==> src/rtl/mdm_loop_pkg.sv <==
package mdm_loop_pkg;

    localparam int REG_W    = 8;
    localparam int CTL_N    = 4;
    localparam int IDX_DTR  = 0;
    localparam int IDX_RTS  = 1;
    localparam int IDX_OUT1 = 2;
    localparam int IDX_OUT2 = 3;
    localparam int IDX_LOOP = CTL_N;
    localparam int IDX_AFE  = CTL_N + 1;
    localparam int USED_W   = IDX_AFE + 1;
    localparam int RSV_W    = REG_W - USED_W;

    typedef struct packed {
        logic             afe;
        logic             loop;
        logic [CTL_N-1:0] ctl;
    } mdm_cfg_t;

    typedef enum logic [1:0] {
        FLOW_OFF      = 2'd0,
        FLOW_CTS_ONLY = 2'd1,
        FLOW_CTS_RTS  = 2'd2
    } flow_mode_e;

    function automatic mdm_cfg_t cfg_from_bits(input logic [USED_W-1:0] b);
        mdm_cfg_t c;
        c.ctl  = b[CTL_N-1:0];
        c.loop = b[IDX_LOOP];
        c.afe  = b[IDX_AFE];
        return c;
    endfunction

    function automatic logic [REG_W-1:0] cfg_to_byte(input mdm_cfg_t c);
        return {{RSV_W{1'b0}}, c.afe, c.loop, c.ctl};
    endfunction

    function automatic flow_mode_e flow_of(input mdm_cfg_t c);
        if (!c.afe)            return FLOW_OFF;
        else if (c.ctl[IDX_RTS]) return FLOW_CTS_RTS;
        else                   return FLOW_CTS_ONLY;
    endfunction

endpackage

==> src/rtl/mdm_ctl_reg.sv <==
module mdm_ctl_reg
    import mdm_loop_pkg::*;
(
    input  logic             clk,
    input  logic             rst,
    input  logic             wr_en,
    input  logic [REG_W-1:0] wr_data,
    output mdm_cfg_t         cfg,
    output logic [REG_W-1:0] ctl_q
);

    mdm_cfg_t cfg_r;
    logic     rst_seen;
    logic     unused_rsv;

    assign unused_rsv = ^wr_data[REG_W-1:USED_W];

    always_ff @(posedge clk) begin
        if (rst) begin
            cfg_r <= '0;
        end else if (wr_en) begin
            cfg_r <= cfg_from_bits(wr_data[USED_W-1:0]);
        end
    end

    assign cfg   = cfg_r;
    assign ctl_q = cfg_to_byte(cfg_r);

    always_ff @(posedge clk) begin
        rst_seen <= rst;
        if (rst_seen) begin
            assert_reset_zero_R1: assert (ctl_q == '0)
                else $error("control byte not cleared by reset");
        end
    end

    assert_write_store_R2: assert property (@(posedge clk) disable iff (rst)
        wr_en |=> (ctl_q[USED_W-1:0] == $past(wr_data[USED_W-1:0])))
        else $error("write data not stored");

    assert_rsv_zero_R2: assert property (@(posedge clk) disable iff (rst)
        ctl_q[REG_W-1:USED_W] == '0)
        else $error("reserved bits not zero");

    assert_hold_R2: assert property (@(posedge clk) disable iff (rst)
        !wr_en |=> $stable(ctl_q))
        else $error("control byte changed without write");

endmodule

==> src/rtl/mdm_flow.sv <==
module mdm_flow
    import mdm_loop_pkg::*;
(
    input  logic     clk,
    input  logic     rst,
    input  mdm_cfg_t cfg,
    input  logic     cts_core,
    input  logic     rx_hold,
    output logic     auto_cts_en,
    output logic     auto_rts_en,
    output logic     rts_drive,
    output logic     tx_start_ok
);

    flow_mode_e mode;

    always_comb begin
        mode        = flow_of(cfg);
        auto_cts_en = 1'b0;
        auto_rts_en = 1'b0;
        unique case (mode)
            FLOW_CTS_RTS: begin
                auto_cts_en = 1'b1;
                auto_rts_en = 1'b1;
            end
            FLOW_CTS_ONLY: auto_cts_en = 1'b1;
            default: ;
        endcase
    end

    always_comb begin
        rts_drive   = cfg.ctl[IDX_RTS] && !(auto_rts_en && rx_hold);
        tx_start_ok = auto_cts_en ? cts_core : 1'b1;
    end

    assert_mode_nest_R8: assert property (@(posedge clk) disable iff (rst)
        auto_rts_en |-> (auto_cts_en && cfg.ctl[IDX_RTS]))
        else $error("automatic RTS without automatic CTS");

    assert_tx_gate_R9: assert property (@(posedge clk) disable iff (rst)
        (auto_cts_en && !cts_core) |-> !tx_start_ok)
        else $error("transmit allowed while CTS low");

    assert_hold_rts_R10: assert property (@(posedge clk) disable iff (rst)
        (auto_rts_en && rx_hold) |-> !rts_drive)
        else $error("RTS asserted during receive hold");

endmodule

==> src/rtl/mdm_pin_mux.sv <==
module mdm_pin_mux
    import mdm_loop_pkg::*;
(
    input  logic             clk,
    input  logic             rst,
    input  mdm_cfg_t         cfg,
    input  logic [CTL_N-1:0] drive,
    input  logic [CTL_N-1:0] pin_in_n,
    input  logic             sin_pin,
    input  logic             tsr_bit,
    output logic [CTL_N-1:0] pin_out_n,
    output logic [CTL_N-1:0] core_in,
    output logic             sout_pin,
    output logic             rx_serial
);

    for (genvar k = 0; k < CTL_N; k++) begin : g_line
        always_comb begin
            pin_out_n[k] = cfg.loop ? 1'b1 : !drive[k];
            core_in[k]   = cfg.loop ? cfg.ctl[k] : !pin_in_n[k];
        end
    end

    always_comb begin
        sout_pin  = cfg.loop ? 1'b1    : tsr_bit;
        rx_serial = cfg.loop ? tsr_bit : sin_pin;
    end

    assert_loop_park_R5: assert property (@(posedge clk) disable iff (rst)
        cfg.loop |-> (&pin_out_n && sout_pin))
        else $error("outputs not parked in loop");

    assert_loop_map_R6: assert property (@(posedge clk) disable iff (rst)
        cfg.loop |-> (core_in == cfg.ctl))
        else $error("looped inputs differ from control bits");

    assert_rx_src_R4: assert property (@(posedge clk) disable iff (rst)
        cfg.loop |-> (rx_serial == tsr_bit))
        else $error("receiver not fed from shift register in loop");

    assert_ext_in_R7: assert property (@(posedge clk) disable iff (rst)
        !cfg.loop |-> ((core_in ^ pin_in_n) == {CTL_N{1'b1}}))
        else $error("external modem inputs not inverted through");

endmodule

==> src/rtl/mdm_loop_ctl.sv <==
module mdm_loop_ctl
    import mdm_loop_pkg::*;
(
    input  logic             clk,
    input  logic             rst,
    input  logic             wr_en,
    input  logic [REG_W-1:0] wr_data,
    output logic [REG_W-1:0] ctl_q,
    input  logic             sin_pin,
    input  logic             tsr_bit,
    output logic             rx_serial,
    output logic             sout_pin,
    input  logic             cts_n_pin,
    input  logic             dsr_n_pin,
    input  logic             dcd_n_pin,
    input  logic             ri_n_pin,
    output logic             dtr_n_pin,
    output logic             rts_n_pin,
    output logic             out1_n_pin,
    output logic             out2_n_pin,
    output logic             cts,
    output logic             dsr,
    output logic             dcd,
    output logic             ri,
    input  logic             rx_hold,
    output logic             auto_cts_en,
    output logic             auto_rts_en,
    output logic             tx_start_ok
);

    mdm_cfg_t         cfg;
    logic [CTL_N-1:0] drive;
    logic [CTL_N-1:0] pin_in_n;
    logic [CTL_N-1:0] pin_out_n;
    logic [CTL_N-1:0] core_in;
    logic             rts_drive;

    mdm_ctl_reg u_reg (
        .clk     (clk),
        .rst     (rst),
        .wr_en   (wr_en),
        .wr_data (wr_data),
        .cfg     (cfg),
        .ctl_q   (ctl_q)
    );

    mdm_flow u_flow (
        .clk         (clk),
        .rst         (rst),
        .cfg         (cfg),
        .cts_core    (core_in[IDX_RTS]),
        .rx_hold     (rx_hold),
        .auto_cts_en (auto_cts_en),
        .auto_rts_en (auto_rts_en),
        .rts_drive   (rts_drive),
        .tx_start_ok (tx_start_ok)
    );

    always_comb begin
        drive           = cfg.ctl;
        drive[IDX_RTS]  = rts_drive;
        pin_in_n[IDX_DTR]  = dsr_n_pin;
        pin_in_n[IDX_RTS]  = cts_n_pin;
        pin_in_n[IDX_OUT1] = ri_n_pin;
        pin_in_n[IDX_OUT2] = dcd_n_pin;
    end

    mdm_pin_mux u_mux (
        .clk       (clk),
        .rst       (rst),
        .cfg       (cfg),
        .drive     (drive),
        .pin_in_n  (pin_in_n),
        .sin_pin   (sin_pin),
        .tsr_bit   (tsr_bit),
        .pin_out_n (pin_out_n),
        .core_in   (core_in),
        .sout_pin  (sout_pin),
        .rx_serial (rx_serial)
    );

    assign dtr_n_pin  = pin_out_n[IDX_DTR];
    assign rts_n_pin  = pin_out_n[IDX_RTS];
    assign out1_n_pin = pin_out_n[IDX_OUT1];
    assign out2_n_pin = pin_out_n[IDX_OUT2];
    assign dsr        = core_in[IDX_DTR];
    assign cts        = core_in[IDX_RTS];
    assign ri         = core_in[IDX_OUT1];
    assign dcd        = core_in[IDX_OUT2];

endmodule

==> config.mk <==
export PLATFORM = sky130hd
export DESIGN_NAME = mdm_loop_ctl
export DESIGN_NICKNAME = d
export VERILOG_FILES = /design/src/rtl/mdm_loop_pkg.sv /design/src/rtl/mdm_ctl_reg.sv /design/src/rtl/mdm_flow.sv /design/src/rtl/mdm_pin_mux.sv /design/src/rtl/mdm_loop_ctl.sv
export SDC_FILE = /design/constraint.sdc
export NUM_CORES = 1
export LEC_CHECK = 0
export CORE_AREA = 10 10 47 49
export DETAILED_ROUTE_END_ITERATION = 10
export DIE_AREA = 0 0 57 59
export GPL_TIMING_DRIVEN = 0
export PLACE_DENSITY = 0.83
export SLEW_MARGIN = 20
export SYNTH_ARGS = -nofsm -noshare
export SYNTH_HDL_FRONTEND = slang
export SYNTH_SLANG_ARGS = --single-unit
==> constraint.sdc <==
create_clock -name clk -period 1.8 [get_ports clk]
set_input_delay 0.36 -clock clk [delete_from_list [all_inputs] [get_ports clk]]
set_output_delay 0.36 -clock clk [all_outputs]
set_load 0.05 [all_outputs]
==> results of run 1 <==
[cell families after synthesis]
kind of cell / synth area share [%]
multiplexers: 28.77
flip-flops: 32.88
buffers and inverters: 13.35
other: 1.026
AND/OR/NAND/NOR: 22.61
AO/OA/AOI/OAI: 1.369
[per-layer routing]
| layer | global-route usage [%] | up-vias | wire (µm) |
|---|---|---|---|
| met1 | 7.376 | 181 | 467 |
| met4 | 4.027 | 0 | 22 |
| met3 | 3.863 | 3 | 137 |
| li1 | - | 202 | - |
| met5 | 0 | - | 0 |
| met2 | 15.97 | 19 | 768 |
[final timing paths]
check | start | to | slack [ns] | cells after the start
worst min register to register | u_reg.cfg[0] | u_reg.cfg[0] | 0.55 | 2
worst max-delay path | cts_n_pin | cts | 0.07 | 4
worst max register to register | u_reg.cfg[4] | u_reg.cfg[4] | 1.02 | 3
worst min-delay path | wr_en | u_reg.cfg[3] | 0.43 | 3
[stage by stage]
stage / cell area [µm²] / setup slack (ns) / total power, mW / std cells / TNS, ns
CTS: 772.0 / 0.001577 / 0.5209 / 95 / 0
floorplan: 404.1 / -0.06150 / 0.3105 / 43 / -0.06150
global route: 738.2 / 0.009053 / 0.5315 / 95 / 0
global placement: 754.5 / -0.4052 / 0.4009 / 92 / -2.656
finish: 738.2 / 0.06638 / 0.5101 / 95 / 0
detailed placement: 754.5 / -0.4258 / 0.4048 / 92 / -2.885
[worst max-delay path, stage by stage]
cell,delay [ns]
clkdlybuf4s50_1,0.39
and2b_1,0.18
nor2_2,0.07
clkdlybuf4s15_2,0.37
[cell type report]
cell class                      instances  area, µm²
Inverter                                3      11.26
Tap cell                               16      20.02
Buffer                                  5      37.54
Fill cell                             153      663.1
Multi-Input combinational cell         29      235.2
Timing Repair Buffer                   33      291.5
Sequential cell                         6      120.1
Clock buffer                            3      22.52
[cell usage in the layout (no fill, tap or decap), drive strengths merged, types with 2 or more instances in the layout]
cell	n
dfxtp	6
conb	2
inv	3
nor2	7
clkbuf	6
clkdlybuf4s50	14
dlygate4sd2	7
buf	9
nand2b	3
mux2i	9
clkdlybuf4s15	5
[where the power goes]
group	switching, mW	total (mW)	internal, mW
clock network	0.0528	0.128	0.0757
logic	0.147	0.231	0.0844
registers	0.00915	0.151	0.141
total	0.209	0.510	0.301
==> reports/metrics.yaml, run 1 <==
synthesis:
  synth_seq_cells: 6
  synth_area_um2: 365.4
  synth_seq_area_share_pct: 32.88
  synth_most_common_cell: "mux2i_1"
  synth_cell_types: 17
  syn_area_per_cell_um2: 8.699
  postSynthCellCount: 42
  yosys.area.top_type: "dfxtp_1"
  yosysTopAreaCellShare_pct: 32.88
  synth-warning-count: 0
  synth_common_cells: "9 x mux2i_1, 7 x nor2_1, 6 x dfxtp_1"
  synth-edff-count: 0
  async_flop_share_pct: 0
  synth_area_leaders: "dfxtp_1 33%, mux2i_1 25%, nor2_1 7.2%, buf_4 6.2%, nand2b_1 5.1%"
  ys.flop_type: "dfxtp_1"
layout:
  utilization_pct: 52.68
  areaGrowthSynthToFinish_pct: 102.1
  antenna_cells: 0
  drive_gt1_share_pct: 30.38
  layout.nets: 99
  largest_reg_flops: 6
clocking:
  clkTransAtPathRegs_ns: 0.05
  cts_made_buffers: 3
  clock-sinks: 6
  clockBufferDepth: 2
  clkLatencyLatePin_ns: 0.25
  tritoncts: "built"
  cts_root_buf: "clkbuf_4"
  h-tree-depth: 1
  cts_hold_buf: 0
  cts_resized: 41
  post_cts_buffers: 0
sta:
  layout_min_cycle_time_ns: 1.734
  hold_viol: 0
  worstMarginPinSlew_ns: 0.5078
  slew_headroom_pct: 66.28
  max_freq_mhz: 576.8
  finalSetupViolCount: 0
  rsz0062_at_grt: "false"
  slew_viol_final: 0
  clock-skew-final_ns: 0
  timing.hold.ws_ns: 0.4338
  fin_crit_sh_pct: 96.31
global_route:
  grt.overflow.total: 0
  grt_pass1_wl_um: 2263
  grt_start_max_net_pins: 11
  antenna_found_initial: 0
  track_usage_pct: 8.438
  grt_pass1_vias: 452
job:
  max_cap_violations: 0
detailed_routing:
  viasPerCell: 4.263
  vias: 405
  drc: 0
  dr.pass1.iters: 4
  drt_iter0_markers: 3
  antenna_left: 0
  wl_um: 1395
  post_drt_wl_per_cell_um: 14.68
die:
  start_util_pct: 26.07
  dieWidth_um: 57
  fp.dieH_um: 59
  core_area_um2: 1401
  io_pins: 39
  dieArea_um2: 3363
  fp-row-count: 14
place:
  io_buffers: 33
  dpl.hpwl_um: 1192
  gp_congestion: 0.6666
status:
  status: "finished clean"
worst_setup_path:
  cp_max_fo: 2
  cp-end-kind: "output pin"
  crit_path_start_kind: "primary input"
  crit_required_ns: 1.44
  crit_arrival_ns: 1.37
  crit_type: "in2out"
power_and_ir_drop:
  power_leakage_nw: 0.3455
  powerDensity_nw_per_um2: 691.0
  ir_drop_mv: 0.4060
worst_hold_path:
  hp-class: "in2reg"
Power figures use the tool's default switching activity.
==> inputs of run 2 (changes only) <==
- CORE_AREA: 10 10 47 49 -> 4 4 41 43
- DIE_AREA: 0 0 57 59 -> 0 0 45 47
- GPL_TIMING_DRIVEN: 0 -> default
==> reports/metrics.yaml, run 2 (synthesis results as in run 1) <==
worst_setup_path:
  r2r_start: "u_reg.cfg[4]"
  r2r_cells: 3
  worst-path-buf-inv: 2
  crit_arrival_ns: 1.25
  crit_required_ns: 1.44
  cp_slowest_stage_delay_ns: 0.39
  crit_path_start_kind: "primary input"
  cp_max_fo: 2
  worstReg2RegEnd: "u_reg.cfg[4]"
  cp_slowest_cell: "clkdlybuf4s50_1"
  cp_cell_sequence: "clkdlybuf4s50_1 > and2b_1 > o21ai_2 > buf_12"
  critPathTopFamily: "buffers and inverters"
  regToRegSetupSlack_ns: 1.02
  cp-end-kind: "output pin"
  crit_type: "in2out"
detailed_routing:
  vias: 393
  drt_iter0_markers: 1
  drc: 0
  antenna_left: 0
  dr.pass1.iters: 2
  viasPerCell: 4.272
  post_drt_wl_per_cell_um: 11.65
  wl_um: 1072
die:
  start_util_pct: 28.08
  dieWidth_um: 45
  core_area_um2: 1301
  io_pins: 39
  fp-row-count: 13
  fp.dieH_um: 47
  dieArea_um2: 2115
layout:
  final_common_cell: "clkdlybuf4s50_1"
  final-seq-area_um2: 120.1
  layout.nets: 97
  antenna_cells: 0
  fin_cells: 92
  areaGrowthSynthToFinish_pct: 140.4
  drive_gt1_share_pct: 38.96
  design_area_um2: 878.3
  n_fill_cell: 113
  largest_reg_flops: 6
  multi_input_area_um2: 235.2
  final_cell_mix: "15 x clkdlybuf4s50_1, 13 x buf_12, 8 x buf_4"
clocking:
  cts_root_buf: "clkbuf_4"
  cts_resized: 0
  clkTransAtPathRegs_ns: 0.05
  clkLatencyLatePin_ns: 0.24
  cts_hold_buf: 0
  clockBufferDepth: 2
  h-tree-depth: 1
  cts_made_buffers: 3
  post_cts_buffers: 0
  tritoncts: "built"
  clock-sinks: 6
place:
  place_area_um2: 855.8
  io_buffers: 34
  gp_congestion: 0.6611
  dp.cells: 89
  dpl.hpwl_um: 968.9
  pre_cts_ws_ns: 0.1775
global_route:
  track_usage_pct: 10.54
  grt_pass1_vias: 343
  antenna_found_initial: 0
  grt_start_max_net_pins: 8
  grt_pass1_wl_um: 1538
  grt.overflow.total: 0
worst_hold_path:
  hp-start: "u_reg.cfg[2]"
  whs_endpoint: "u_reg.cfg[2]"
  hold_depth: 2
  hp-class: "reg2reg"
sta:
  finalSetupViolCount: 0
  fin_ws_ns: 0.1912
  rsz0062_at_grt: "false"
  clock-skew-final_ns: 0
  hold_viol: 0
  max_freq_mhz: 621.6
  fin_crit_sh_pct: 89.38
  slew_viol_final: 0
  layout_min_cycle_time_ns: 1.609
  fin_setup_tns_ns: 0
power_and_ir_drop:
  fin_total_pwr_mw: 0.5670
  powerDensity_nw_per_um2: 645.6
  p_int_mw: 0.3548
  power_frac_comb_pct: 51.8
  pwr-share-seq_pct: 26.4
  power_frac_clock_pct: 21.8
  power_leakage_nw: 0.3904
  power.net_switching_mw: 0.2122
  ir_drop_mv: 0.3779
  swShare_pct: 37.43
job:
  max_cap_violations: 0
status:
  status: "finished clean"
## run 2: how the worst max path moves through the flow
stage,from,endpoint,slack [ns],cells after the start
after global placement,cts_n_pin,tx_start_ok,0.20,4
after floorplan,u_reg.cfg[4],dcd,-0.06,2
after global routing,u_reg.cfg[4],tx_start_ok,0.12,4
after CTS,u_reg.cfg[4],tx_start_ok,0.17,4
after detailed placement,cts_n_pin,tx_start_ok,0.18,4
final,cts_n_pin,tx_start_ok,0.19,4
## run 2: per-layer routing
| layer | track usage [%] | vias up | part of all wire [%] |
|---|---|---|---|
| li1 | - | 198 | - |
| met1 | 9.633 | 179 | 31 |
| met2 | 19.77 | 16 | 60 |
| met3 | 3.448 | 0 | 8.3 |
| met4 | 7.018 | 0 | 0 |
| met5 | 0 | - | 0 |
## run 2: stage by stage
step / utilization [%] / hold slack (ns)
floorplan: - / 0.4324
global placement: 65.77 / 0.5312
detailed placement: 65.77 / 0.5419
CTS: 67.50 / 0.5588
global route: 67.50 / 0.5792
finish: 67.50 / 0.5578
## run 2: final cells by class
cell class,instances,area share (%)
Clock buffer,3,2.564
Inverter,3,1.282
Multi-Input combinational cell,29,26.78
Sequential cell,6,13.68
Tap cell,15,2.137
Timing Repair Buffer,36,53.56
## run 2: power by group through the flow
stage | Sequential [mW] | Combinational, mW | Clock (mW)
finish | 0.150 | 0.294 | 0.124
global route | 0.151 | 0.303 | 0.144
CTS | 0.150 | 0.296 | 0.129
detailed placement | 0.152 | 0.296 | 0
global placement | 0.152 | 0.292 | 0
floorplan | 0.179 | 0.132 | 0
## run 2: worst register-to-register path, delay by kind of cell (launching register included)
| kind | cells | cell delay [ns] |
|---|---|---|
| muxes | 1 | 0.13 |
| and+or+nand+nor | 1 | 0.06 |
| DFF | 1 | 0.30 |
| buffers and inverters | 1 | 0.17 |
==> inputs of run 3 (changes only) <==
- PLACE_DENSITY: 0.83 -> default
- PLACE_DENSITY_LB_ADDON: default -> 0.15
==> reports/metrics.yaml, run 3 (synthesis results as in run 1) <==
clocking:
  clockBufferDepth: 2
  clock-sinks: 6
  clkTransAtPathRegs_ns: 0.05
  cts_made_buffers: 3
  clkLatencyLatePin_ns: 0.23
  tritoncts: "built"
  cts_root_buf: "clkbuf_4"
  h-tree-depth: 1
worst_setup_path:
  worstReg2RegEnd: "u_reg.cfg[4]"
  regToRegSetupSlack_ns: 1.01
  r2r_cells: 3
  r2r_start: "u_reg.cfg[4]"
  cp-end-kind: "output pin"
  crit_type: "reg2out"
  crit_path_start_kind: "register"
  cp_max_fo: 7
  crit_arrival_ns: 1.27
  crit_required_ns: 1.44
place:
  dpl.hpwl_um: 876.8
  io_buffers: 34
  gp_congestion: 0.6249
  place_area_um2: 855.8
layout:
  drive_gt1_share_pct: 40.26
  final_cell_mix: "15 x clkdlybuf4s50_1, 13 x buf_12, 8 x buf_4"
  largest_reg_flops: 6
  design_area_um2: 879.6
  areaGrowthSynthToFinish_pct: 140.8
  final_common_cell: "clkdlybuf4s50_1"
  layout.nets: 97
  antenna_cells: 0
job:
  max_cap_violations: 0
sta:
  max_freq_mhz: 612.7
  fin_crit_sh_pct: 90.67
  layout_min_cycle_time_ns: 1.632
  rsz0062_at_grt: "false"
  clock-skew-final_ns: 0
  finalSetupViolCount: 0
  hold_viol: 0
  slew_viol_final: 0
worst_hold_path:
  hp-class: "reg2reg"
  hp-start: "u_reg.cfg[3]"
  hold_depth: 2
  whs_endpoint: "u_reg.cfg[3]"
global_route:
  grt.overflow.total: 0
  grt_pass1_wl_um: 1607
  grt_pass1_vias: 383
  track_usage_pct: 10.54
  antenna_found_initial: 0
  grt_start_max_net_pins: 8
die:
  dieWidth_um: 45
  io_pins: 39
  core_area_um2: 1301
  dieArea_um2: 2115
  start_util_pct: 28.08
  fp.dieH_um: 47
  fp-row-count: 13
detailed_routing:
  dr.pass1.iters: 4
  antenna_left: 0
  drt_iter0_markers: 2
  post_drt_wl_per_cell_um: 10.76
  viasPerCell: 4.283
  drc: 0
  wl_um: 990
  vias: 394
power_and_ir_drop:
  ir_drop_mv: 0.5376
  fin_total_pwr_mw: 0.5594
  powerDensity_nw_per_um2: 635.9
  power_leakage_nw: 0.3908
status:
  status: "finished clean"
-- run 3: cell count changes in the layout (fill, tap and decap cells not counted) --
cell | before | now
dfxtp_2 | 0 | 1
dfxtp_1 | 6 | 5
-- run 3: cell type report --
cell class	instances	area, µm²
fillers	112	421.7
flip-flops and latches	6	121.4
clock buffers	3	22.52
repair buffers	36	470.5
multi-input cells	29	235.2
well taps	15	18.77
inverters	3	11.26
-- run 3: worst max-delay path, cell delays in order (launching register included) --
cell     delay (ns)
dfxtp_2        0.38
buf_4          0.19
mux2_4         0.32
buf_12         0.15
-- run 3: through the flow --
stage	setup WS [ns]	utilization [%]	std cells	hold slack (ns)	TNS (ns)
6_report	0.1679	67.60	92	0.5516	0
2_1_floorplan	-0.06150	-	43	0.4324	-0.06150
5_1_grt	0.09383	67.60	92	0.5970	0
3_5_place_dp	0.1814	65.77	89	0.5402	0
4_1_cts	0.05583	67.50	92	0.5564	0
3_3_place_gp	0.1950	65.77	89	0.5396	0
-- run 3: how the worst max path moves through the flow --
stage,cells past startpoint,endpoint,startpoint,slack [ns]
finish,3,rx_serial,u_reg.cfg[4],0.17
global route,3,rx_serial,u_reg.cfg[4],0.09
CTS,3,rx_serial,u_reg.cfg[4],0.06
detailed placement,4,tx_start_ok,cts_n_pin,0.18
global placement,4,tx_start_ok,cts_n_pin,0.20
floorplan,2,dcd,u_reg.cfg[4],-0.06
-- run 3: per-layer routing --
| metal | up-vias | global-route usage, % | routed length, µm |
|---|---|---|---|
| li1 | 199 | - | - |
| met1 | 169 | 12.39 | 379 |
| met2 | 26 | 16.38 | 438 |
| met3 | 0 | 4.598 | 172 |
| met4 | 0 | 5.263 | 0 |
| met5 | - | 0 | 0 |
-- run 3: repair_timing --
action / CTS / global route
setup buffers: 0 / 0
gates resized for setup: 0 / 1
hold buffers: 0 / 0
endpoints found under the setup margin: 0 / 1
-- run 3: power breakdown --
| group | leakage (nW) | switching, mW | internal [mW] |
|---|---|---|---|
| clock network | 0.0138 | 0.0419 | 0.0750 |
| registers | 0.0499 | 0.00988 | 0.142 |
| logic | 0.327 | 0.153 | 0.138 |
